[config.mk]
export PLATFORM = sky130hd
export DESIGN_NAME = floppy_order_stepper
export DESIGN_NICKNAME = d
export VERILOG_FILES = /design/src/rtl/fos_pkg.sv /design/src/rtl/fos_select_dec.sv /design/src/rtl/fos_track_unit.sv /design/src/rtl/fos_status_mux.sv /design/src/rtl/floppy_order_stepper.sv
export SDC_FILE = /design/constraint.sdc
export NUM_CORES = 1
export LEC_CHECK = 0
export BUFFER_PORTS_ARGS = -buffer_cell sky130_fd_sc_hd__buf_2
export CORE_ASPECT_RATIO = 1.2
export CORE_MARGIN = 10
export CORE_UTILIZATION = 47
export CTS_CLUSTER_DIAMETER = 50
export CTS_CLUSTER_SIZE = 28
export DETAILED_ROUTE_END_ITERATION = 12
export PLACE_DENSITY = 0.73
export SYNTH_ARGS = -nofsm -noshare
export SYNTH_HDL_FRONTEND = slang
export SYNTH_SLANG_ARGS = --single-unit
[constraint.sdc]
create_clock -name clk -period 1.7 [get_ports clk]
set_input_delay 0.17 -clock clk [delete_from_list [all_inputs] [get_ports clk]]
set_output_delay 0.17 -clock clk [all_outputs]
set_load 0.05 [all_outputs]
[src/rtl/fos_pkg.sv]
`timescale 1ns/1ps
package fos_pkg;

   // Field layout of an order byte; positions are decoded by the stepper.
   typedef struct packed {
      logic       dens;   // bit 7
      logic       side;   // bit 6
      logic       dir;    // bit 5
      logic       step;   // bit 4
      logic [3:0] code;   // bits 3..0
   } order_t;

   localparam int ORDER_BITS = $bits(order_t);
   localparam int CODE_BITS  = 4;

endpackage

[src/rtl/fos_select_dec.sv]
`timescale 1ns/1ps
module fos_select_dec #(
   parameter int NUM_DRIVES = 4,
   parameter int CODE_W     = 4
) (
   input  logic [CODE_W-1:0]     code,
   output logic [NUM_DRIVES-1:0] sel
);

   generate
      if (NUM_DRIVES > CODE_W) begin : g_bad_cfg
         $error("fos_select_dec: more drives than code bits");
      end
   endgenerate

   // Exact one-hot match per drive; zero or multi-bit codes hit nothing.
   genvar gi;
   generate
      for (gi = 0; gi < NUM_DRIVES; gi++) begin : g_hit
         assign sel[gi] = (code == CODE_W'(1 << gi));
      end
   endgenerate

endmodule

[src/rtl/fos_track_unit.sv]
`timescale 1ns/1ps
module fos_track_unit #(
   parameter int NUM_TRACKS = 35,
   parameter int TRK_W      = $clog2(NUM_TRACKS)
) (
   input  logic             clk,
   input  logic             rst_n,
   input  logic             move,
   input  logic             inward,
   output logic [TRK_W-1:0] track_o
);

   localparam logic [TRK_W-1:0] LAST = TRK_W'(NUM_TRACKS - 1);

   generate
      if (NUM_TRACKS < 2) begin : g_bad_cfg
         $error("fos_track_unit: need at least two tracks");
      end
   endgenerate

   logic [TRK_W-1:0] trk_q;

   always_ff @(posedge clk or negedge rst_n) begin
      if (!rst_n) begin
         trk_q <= '0;
      end else if (move) begin
         if (inward) begin
            if (trk_q != LAST) trk_q <= trk_q + TRK_W'(1);
         end else begin
            if (trk_q != '0) trk_q <= trk_q - TRK_W'(1);
         end
      end
   end

   assign track_o = trk_q;

   // position never leaves the legal range
   p_range_r6: assert property (@(posedge clk) disable iff (!rst_n)
      trk_q <= LAST);

   // without a step request the head stays put
   p_still_r4: assert property (@(posedge clk) disable iff (!rst_n)
      !move |=> $stable(trk_q));

   // inward step adds one track below the top
   p_in_r5: assert property (@(posedge clk) disable iff (!rst_n)
      (move && inward && trk_q != LAST) |=> trk_q == $past(trk_q) + TRK_W'(1));

   // outward step removes one track above zero
   p_out_r5: assert property (@(posedge clk) disable iff (!rst_n)
      (move && !inward && trk_q != '0) |=> trk_q == $past(trk_q) - TRK_W'(1));

endmodule

[src/rtl/fos_status_mux.sv]
`timescale 1ns/1ps
module fos_status_mux #(
   parameter int NUM_DRIVES = 4,
   parameter int TRK_W      = 6
) (
   input  logic [NUM_DRIVES-1:0]       sel,
   input  logic [NUM_DRIVES*TRK_W-1:0] tracks,
   output logic [TRK_W-1:0]            sel_track,
   output logic                        at_zero
);

   logic [TRK_W-1:0] acc;

   // AND-OR mux: select is one-hot or empty, so empty yields zero.
   always_comb begin
      acc = '0;
      for (int i = 0; i < NUM_DRIVES; i++) begin
         acc = acc | (tracks[i*TRK_W +: TRK_W] & {TRK_W{sel[i]}});
      end
   end

   assign sel_track = acc;
   assign at_zero   = (|sel) && (acc == '0);

endmodule

[src/rtl/floppy_order_stepper.sv]
`timescale 1ns/1ps
module floppy_order_stepper #(
   parameter int NUM_DRIVES = 4,
   parameter int NUM_TRACKS = 35,
   parameter int TRK_W      = $clog2(NUM_TRACKS)
) (
   input  logic                  clk,
   input  logic                  rst_n,
   input  logic                  ord_wr,
   input  logic [7:0]            ord_val,
   output logic                  dens_o,
   output logic                  side_o,
   output logic                  dir_o,
   output logic                  step_o,
   output logic [NUM_DRIVES-1:0] sel_o,
   output logic [TRK_W-1:0]      sel_track_o,
   output logic                  trk_zero_o
);
   import fos_pkg::*;

   generate
      if (ORDER_BITS != 8) begin : g_bad_order
         $error("floppy_order_stepper: order must be 8 bits");
      end
      if ((1 << TRK_W) < NUM_TRACKS) begin : g_bad_trk
         $error("floppy_order_stepper: TRK_W too narrow");
      end
   endgenerate

   order_t                  ord_q;
   order_t                  ord_new;
   logic [NUM_DRIVES-1:0]   sel_q;
   logic [NUM_DRIVES-1:0]   sel_new;
   logic                    fall;
   logic [NUM_DRIVES*TRK_W-1:0] trk_flat;

   assign ord_new = order_t'(ord_val);

   // Decode the incoming code so the step hits the drive named now.
   fos_select_dec #(.NUM_DRIVES(NUM_DRIVES), .CODE_W(CODE_BITS)) u_dec (
      .code (ord_new.code),
      .sel  (sel_new)
   );

   // The held step bit is the previous level; a write replaces it always.
   assign fall = ord_wr && ord_q.step && !ord_new.step;

   always_ff @(posedge clk or negedge rst_n) begin
      if (!rst_n) begin
         ord_q <= '0;
         sel_q <= '0;
      end else if (ord_wr) begin
         ord_q <= ord_new;
         sel_q <= sel_new;
      end
   end

   genvar gd;
   generate
      for (gd = 0; gd < NUM_DRIVES; gd++) begin : g_drv
         fos_track_unit #(.NUM_TRACKS(NUM_TRACKS), .TRK_W(TRK_W)) u_trk (
            .clk     (clk),
            .rst_n   (rst_n),
            .move    (fall && sel_new[gd]),
            .inward  (ord_new.dir),
            .track_o (trk_flat[gd*TRK_W +: TRK_W])
         );
      end
   endgenerate

   fos_status_mux #(.NUM_DRIVES(NUM_DRIVES), .TRK_W(TRK_W)) u_stat (
      .sel       (sel_q),
      .tracks    (trk_flat),
      .sel_track (sel_track_o),
      .at_zero   (trk_zero_o)
   );

   assign dens_o = ord_q.dens;
   assign side_o = ord_q.side;
   assign dir_o  = ord_q.dir;
   assign step_o = ord_q.step;
   assign sel_o  = sel_q;

   // level outputs follow the written byte one edge later
   p_latch_r2: assert property (@(posedge clk) disable iff (!rst_n)
      ord_wr |=> (dens_o == $past(ord_val[7]) && step_o == $past(ord_val[4])));

   // no write, no change
   p_hold_r2: assert property (@(posedge clk) disable iff (!rst_n)
      !ord_wr |=> ($stable(sel_o) && $stable(dir_o) && $stable(side_o)));

   // never more than one drive selected
   p_onehot_r3: assert property (@(posedge clk) disable iff (!rst_n)
      $onehot0(sel_o));

   // with no drive, status reads as zero
   p_nodrv_r8: assert property (@(posedge clk) disable iff (!rst_n)
      (sel_o == '0) |-> (!trk_zero_o && sel_track_o == '0));

endmodule

==> flow_summary.toml, run 1 <==
[logic_synthesis]
ys_top_cells_by_count = "dfrtp_1, nand2_1, ha_1"
ys_seq_elements = 32
async_reset_ff_frac = 1.00
syn-instance-count = 221
yosysWarningCount = 0
synth_most_common_cell = "dfrtp_1"
ys_seq_area_frac = 0.363
syn-num-nets = 252
synthesis.area_sq_mm = 0.00221
synth_area_per_cell_sq_um = 9.99
yosys.area.top_type = "dfrtp_1"
synth.distinct_cells = 34
synth_edf_count = 0
yosysTopAreaCellShare = 0.363
synth_flop_cell = "dfrtp_1"
synth.top_cells.by_area = "dfrtp_1, ha_1, mux2_2"

[global_routing]
grt_util_all_layers = 0.172
grt_overflow = 0
grt_first_pass_wirelength_microns = 10500
grt_max_degree = 19
antenna_found_initial = 0
grt_pass1_vias = 2144

[place]
place_ws_ns = -0.252
port_buffers = 25
gp_congestion = 0.841
dp_hpwl_microns = 4690

[worst_setup_path]
arrival_ns = 1.93
critPathKind = "reg2out"
cpMaxStageDelayCell = "or4_4"
path_buf_inv = 1
path_max_fanout = 5
cp_slowest_stage_delay_ns = 0.52
worstSetupEndpointType = "primary output"
crit_family = "simple AND/OR/NAND/NOR gates"
crit_path_cell_trace = "a22oi_2 -> nand2_4 -> or4_4 -> nor4_4 -> buf_6"
worstSetupStartpointType = "register"
crit_required_ns = 1.53

[timing]
clock.fmax_mhz = 475
hold_viol_final = 0
min_period_ns = 2.10
finalSetupViolations = 4
relSlewSlack = 0.708
rsz0062_at_grt = "yes"
setup_ws_ns = -0.404
tightest_slew_ns = 0.437
maxSlewViolCount = 0
min_period_over_period = 1.24
skew_ns = 0.00508
whs_ns = 0.116

[floorplanning]
dieHeight_microns = 95.1
io_pins = 26
initial_core_util = 0.484
dieArea_sq_mm = 0.00785
die_x_microns = 82.6
fp.coreArea_sq_mm = 0.00456
std_cell_rows = 27

[cells_and_area]
fin_util = 0.743
fin_nets = 341
area_growth_pct = 53.6
diodes = 0
drive_above_1_share = 0.550

[run_status]
outcome = "complete, but fails checks"
violations = "setup timing"

[clock_tree]
cts_root_buf = "clkbuf_8"
cts_max_level = 2
cts_buffer_depth = 2
cts_buffers = 5
cts.sinks = 32
cts_tree = "yes"
insertion_delay_ns = 0.29
clkTransAtPathRegs_ns = 0.07

[power]
p_leak_nw = 1.51
vdd_ir_drop_max_mv = 0.466
powerDensity_mw_per_mm2 = 897

[flow_run]
max_cap_viol_count = 0

[route]
avgRoutedWirePerCell_microns = 17.7
route.detailed.drc = 0
via_per_inst = 5.69
vias = 2099
drt_iter0_drc = 72
antenna_left = 0
first_pass_iters = 4
totalWireLength_microns = 6550

[min_path]
min_path_type = "in2reg"
==> logic make-up (layout without fill, tap and decap cells) <==
kind of cell    Yosys count  in the layout  synth area share
simple gates             76             76             0.201
compound gates           53             53             0.153
flops                    32             32             0.363
fa+ha+maj                20             20             0.127
xor+xnor                 16             16            0.0635
buf+inv                  11            101            0.0272
mux                      13             13            0.0652
==> what timing repair did <==
item / in CTS / in global routing
hold buffers: 1 / 0
endpoints found under the hold margin: 8 / 0
cloned: 0 / 0
gates resized for setup: 16 / 25
setup buffers: 4 / 7
pin swaps: 11 / 15
setup endpoints to repair: 6 / 12
==> final timing paths <==
check | start | end | slack, ns | cells past startpoint
max | sel_o[3] | trk_zero_o | -0.40 | 5
min in group asynchronous | rst_n | g_drv[1].u_trk.track_o[1] | 0.28 | 2
min | ord_val[7] | dens_o | 0.12 | 2
max in group asynchronous | rst_n | sel_o[1] | 0.91 | 3
min reg2reg | dens_o | dens_o | 0.51 | 1
max reg2reg | g_drv[0].u_trk.track_o[1] | g_drv[0].u_trk.track_o[5] | -0.10 | 8
==> report_power, final <==
| group | total (mW) | switching, mW | internal, mW |
|---|---|---|---|
| logic | 1.41 | 0.704 | 0.702 |
| clock network | 0.613 | 0.283 | 0.330 |
| registers | 1.02 | 0.147 | 0.876 |
==> cells in the final DEF (no fill, tap or decap), drive strengths merged, types with 7 or more instances in the layout <==
cell and instances:
xnor2 7, o21ai 17, a21oi 12, buf 88
nor4 8, mux2 11, clkbuf 8, ha 16
xor2 9, nor3 10, a22oi 12, dfrtp 32
nand2 30
==> metal layers <==
metal	share of wire	global-route usage	up-vias
met1	0.39	0.194	1012
li1	-	-	1005
met5	0	0	-
met4	0.035	0.0894	0
met2	0.52	0.298	65
met3	0.051	0.0339	17
==> through the flow <==
| step | instances | area (sq um) | setup TNS (ns) | power [mW] |
|---|---|---|---|---|
| floorplan | 221 | 2520 | -5.40 | 1.80 |
| global placement | 353 | 3060 | -0.664 | 2.21 |
| detailed placement | 353 | 3060 | -0.810 | 2.26 |
| CTS | 366 | 3240 | -0.653 | 2.93 |
| global route | 369 | 3390 | -1.04 | 3.23 |
| finish | 369 | 3390 | -0.594 | 3.04 |
==> final cells by class <==
class | instances | area, sq um
clock buffers | 8 | 90.1
fillers | 298 | 1170
inverters | 4 | 18.8
multi-input cells | 178 | 1730
flip-flops and latches | 32 | 807
well taps | 58 | 72.6
repair buffers | 89 | 676
==> sequential cells by signal (all words and copies together) (netlist names) <==
signal,flops
dens_o,1
step_o,1
g_drv.u_trk.track_o,24
dir_o,1
side_o,1
sel_o,4
(Power assumes the default switching activity.)
==> inputs of run 2 (changes only) <==
--- a/config.mk
+++ b/config.mk
@@ -12,7 +12,7 @@
 export CTS_CLUSTER_DIAMETER = 50
 export CTS_CLUSTER_SIZE = 28
 export DETAILED_ROUTE_END_ITERATION = 12
-export PLACE_DENSITY = 0.73
+export PLACE_DENSITY = 0.78
 export SYNTH_ARGS = -nofsm -noshare
 export SYNTH_HDL_FRONTEND = slang
 export SYNTH_SLANG_ARGS = --single-unit
==> flow_summary.toml, run 2 (same netlist as run 1, synthesis figures left out) <==
[floorplanning]
initial_core_util = 0.484
fp.coreArea_sq_mm = 0.00456
std_cell_rows = 27
dieHeight_microns = 95.1
dieArea_sq_mm = 0.00785
io_pins = 26
die_x_microns = 82.6

[worst_setup_path]
critPathKind = "reg2out"
worstSetupEndpointType = "primary output"
path_max_fanout = 5
reg2reg_depth = 7
arrival_ns = 1.92
worstSetupStartpointType = "register"
crit_required_ns = 1.53
r2r_setup_slack_ns = -0.01

[power]
clkPwrFrac = 0.201
p_switching_mw = 1.15
p_int_mw = 1.90
p_comb_frac = 0.464
powerDensity_mw_per_mm2 = 902
netSwitchingFraction = 0.377
vdd_ir_drop_max_mv = 0.432
seq_power_share = 0.335
p_leak_nw = 1.50

[route]
antenna_left = 0
totalWireLength_microns = 6970
vias = 2105
via_per_inst = 5.74
first_pass_iters = 4
avgRoutedWirePerCell_microns = 19.0
drt_iter0_drc = 111
route.detailed.drc = 0

[clock_tree]
cts.sinks = 32
cts_buffers = 5
cts_tree = "yes"
clkTransAtPathRegs_ns = 0.07
cts_buffer_depth = 2
insertion_delay_ns = 0.29
cts_root_buf = "clkbuf_8"
cts_max_level = 2

[cells_and_area]
fin_cells = 367
diodes = 0
multiInputGateArea_sq_mm = 0.00172
drive_above_1_share = 0.550
largest_register_ffs = 24
final_cell_mix = "buf_4, dfrtp_1, nand2_1, buf_2, ha_4"
seq_area_sq_um = 806
final_common_cell = "buf_4"
fin_util = 0.742
fillerInstances = 292
area_growth_pct = 53.3
fin_nets = 339

[place]
place_ws_ns = -0.250
port_buffers = 25
dpl.cell_count = 353
dp_hpwl_microns = 4890
gp_congestion = 0.837

[global_routing]
grt_first_pass_wirelength_microns = 10500
grt_overflow = 0
grt_pass1_vias = 2273
grt_util_all_layers = 0.175
antenna_found_initial = 0
grt_max_degree = 19

[timing]
skew_ns = 0.00805
clock.fmax_mhz = 479
rsz0062_at_grt = "yes"
whs_ns = 0.123
min_period_ns = 2.09
finalSetupViolations = 4
tightest_slew_ns = 0.483
setup_ws_ns = -0.387
hold_viol_final = 0
min_period_over_period = 1.23
relSlewSlack = 0.677
setup_tns_ns = -0.508
maxSlewViolCount = 0

[min_path]
min_path_cells = 2
min_path_type = "in2reg"

[run_status]
violations = "setup timing"
outcome = "complete, but fails checks"

[flow_run]
max_cap_viol_count = 0
-- run 2: changes by cell type in the layout (fill, tap and decap cells not counted), moves of 2 or more --
cell     delta
a21oi_2     +3
a21oi_4     -2
buf_4       -5
buf_6       +2
-- run 2: through the flow --
| stage | instance area, sq um | power [mW] |
|---|---|---|
| 2_1_floorplan | 2520 | 1.80 |
| 3_3_place_gp | 3080 | 2.21 |
| 3_5_place_dp | 3080 | 2.27 |
| 4_1_cts | 3260 | 2.92 |
| 5_1_grt | 3380 | 3.22 |
| 6_report | 3380 | 3.05 |
-- run 2: final timing paths --
kind | startpoint | to
max | sel_o[0] | trk_zero_o
min | ord_val[7] | dens_o
max reg2reg | g_drv[0].u_trk.track_o[1] | g_drv[0].u_trk.track_o[5]
min reg2reg | dir_o | dir_o
max in group asynchronous | rst_n | dens_o
min in group asynchronous | rst_n | g_drv[1].u_trk.track_o[5]
-- run 2: final cells by class --
| cell class | count | area share |
|---|---|---|
| well taps | 58 | 0.0214 |
| flip-flops and latches | 32 | 0.238 |
| multi-input cells | 178 | 0.507 |
| repair buffers | 87 | 0.201 |
| clock buffers | 8 | 0.0266 |
| inverters | 4 | 0.00555 |
-- run 2: critical path: stages, from the launching register on --
cell,delay [ns]
dfrtp_2,0.46
buf_6,0.14
a22oi_2,0.15
nand2_2,0.09
or4_4,0.44
nor4_4,0.16
buf_6,0.19
-- run 2: metal layers --
metal	vias to the layer above	global-route usage	part of all wire	routed length (microns)
met5	-	0	0	0
met4	0	0.103	0.035	244
met3	22	0.0367	0.042	293
met2	63	0.312	0.54	3790
met1	1030	0.182	0.38	2650
li1	990	-	-	-
-- run 2: repair_timing --
item                                    4_1_cts  5_1_grt
pin swaps                                     9        9
resized for setup                            19       22
buffers inserted                              4        3
hold buffers                                  1        0
endpoints found under the setup margin        6       12
hold endpoints to repair                     14        0
-- run 2: power by group through the flow --
stage / Clock [mW] / Combinational, mW / Sequential (mW)
CTS: 0.612 / 1.30 / 1.01
global route: 0.649 / 1.54 / 1.03
floorplan: 0 / 0.720 / 1.08
detailed placement: 0 / 1.25 / 1.02
global placement: 0 / 1.20 / 1.01
finish: 0.614 / 1.42 / 1.02
==> inputs of run 3 (changes only) <==
--- a/config.mk
+++ b/config.mk
@@ -13,6 +13,7 @@
 export CTS_CLUSTER_SIZE = 28
 export DETAILED_ROUTE_END_ITERATION = 12
 export PLACE_DENSITY = 0.78
+export SKIP_LAST_GASP = 1
 export SYNTH_ARGS = -nofsm -noshare
 export SYNTH_HDL_FRONTEND = slang
 export SYNTH_SLANG_ARGS = --single-unit
==> constraint.sdc (replaced) <==
create_clock -name clk -period 1.7 [get_ports clk]
set_input_delay 0.34 -clock clk [delete_from_list [all_inputs] [get_ports clk]]
set_output_delay 0.34 -clock clk [all_outputs]
set_load 0.05 [all_outputs]
==> flow_summary.toml, run 3 (same netlist as run 1, synthesis figures left out) <==
[run_status]
outcome = "complete, but fails checks"
violations = "setup timing"

[floorplanning]
fp.coreArea_sq_mm = 0.00456
dieHeight_microns = 95.1
initial_core_util = 0.484
die_x_microns = 82.6
dieArea_sq_mm = 0.00785
io_pins = 26
std_cell_rows = 27

[worst_setup_path]
path_max_fanout = 5
worstSetupStartpointType = "register"
r2r_setup_slack_ns = -0.15
reg2reg_depth = 7
rr_startpoint = "g_drv[0].u_trk.track_o[1]"
r2r-end = "g_drv[0].u_trk.track_o[5]"
worstSetupEndpointType = "primary output"
critPathKind = "reg2out"
crit_required_ns = 1.36
arrival_ns = 1.92

[power]
p_comb_frac = 0.482
clkPwrFrac = 0.197
seq_power_share = 0.321
p_leak_nw = 1.59
netSwitchingFraction = 0.382
p_int_mw = 1.95
p_total_mw = 3.16
vdd_ir_drop_max_mv = 0.418
p_switching_mw = 1.21
powerDensity_mw_per_mm2 = 893

[place]
dp_hpwl_microns = 4910
dpl.cell_count = 363
gp_congestion = 0.824
port_buffers = 25

[global_routing]
grt_max_degree = 19
grt_overflow = 0
antenna_found_initial = 0
grt_first_pass_wirelength_microns = 10500
grt_util_all_layers = 0.173
grt_pass1_vias = 2220

[timing]
relSlewSlack = 0.745
min_period_over_period = 1.33
tightest_slew_ns = 0.380
setup_ws_ns = -0.562
skew_ns = 0.00199
setup_tns_ns = -1.43
rsz0062_at_grt = "yes"
hold_viol_final = 0
finalSetupViolations = 11
clock.fmax_mhz = 442
maxSlewViolCount = 0
min_period_ns = 2.26
whs_ns = 0.284

[cells_and_area]
fin_cells = 382
final_common_cell = "buf_4"
fin_nets = 354
fin_util = 0.777
final_cell_mix = "buf_4, dfrtp_1, nand2_1, buf_2, buf_6"
diodes = 0
drive_above_1_share = 0.583
largest_register_ffs = 24
area_growth_pct = 60.5

[min_path]
whs_endpoint = "side_o"
min-delay-start = "ord_val[6]"
min_path_type = "in2reg"
min_path_cells = 2

[route]
drt_iter0_drc = 107
route.detailed.drc = 0
vias = 2200
via_per_inst = 5.76
antenna_left = 0
totalWireLength_microns = 7330
first_pass_iters = 4
avgRoutedWirePerCell_microns = 19.2

[clock_tree]
insertion_delay_ns = 0.29
cts_max_level = 2
cts.sinks = 32
cts_buffer_depth = 2
cts_tree = "yes"
cts_root_buf = "clkbuf_8"
clkTransAtPathRegs_ns = 0.07
cts_buffers = 5

[flow_run]
max_cap_viol_count = 0
-- run 3: cell types whose count changed in the layout (fill, tap and decap cells not counted), sizes merged --
cell / change
buf: +15
clkbuf: -2
clkinv: +2
-- run 3: layout make-up --
type                    instances  area [sq um]
clock buffers                   6          82.6
clock inverters                 2          10.0
fillers                       261          1020
inverters                       4          18.8
multi-input cells             178          1730
flip-flops and latches         32           806
well taps                      58          72.6
repair buffers                102           821
-- run 3: critical path, stage by stage, from the launching register on --
cell	delay (ns)
dfrtp_2	0.44
buf_6	0.13
a22oi_2	0.16
nand2_2	0.09
or4_4	0.44
nor4_4	0.16
buf_6	0.19
-- run 3: layer usage --
| layer | vias to the layer above | global-route usage | routed length, microns |
|---|---|---|---|
| li1 | 1015 | - | - |
| met1 | 1099 | 0.192 | 2770 |
| met2 | 64 | 0.312 | 3970 |
| met3 | 22 | 0.0273 | 313 |
| met4 | 0 | 0.0782 | 273 |
| met5 | - | 0 | 0 |
-- run 3: worst max path at each step --
stage | start | endpoint | depth (start not counted) | slack, ns
floorplan | sel_o[0] | trk_zero_o | 5 | -0.85
global placement | sel_o[2] | trk_zero_o | 5 | -0.36
detailed placement | sel_o[0] | trk_zero_o | 5 | -0.38
CTS | sel_o[0] | trk_zero_o | 5 | -0.55
global route | sel_o[0] | trk_zero_o | 6 | -0.62
finish | sel_o[0] | trk_zero_o | 6 | -0.56
-- run 3: stage by stage --
stage                     cell area [sq um]  setup slack (ns)
after floorplan                        2520            -0.848
final                                  3540            -0.562
after global placement                 3140            -0.363
after detailed placement               3140            -0.380
after global routing                   3540            -0.619
after CTS                              3320            -0.551
-- run 3: power groups by stage --
stage	clock, mW	sequential, mW	combinational (mW)
5_1_grt	0.661	1.03	1.65
6_report	0.624	1.01	1.52
2_1_floorplan	0	1.08	0.726
4_1_cts	0.625	0.998	1.34
3_5_place_dp	0	1.01	1.29
3_3_place_gp	0	1.00	1.23
-- run 3: what timing repair did --
action	CTS	global route
pin swaps	6	23
endpoints found under the setup margin	10	17
setup buffers	2	13
hold buffers	1	0
hold endpoints to repair	11	0
resized for setup	17	38
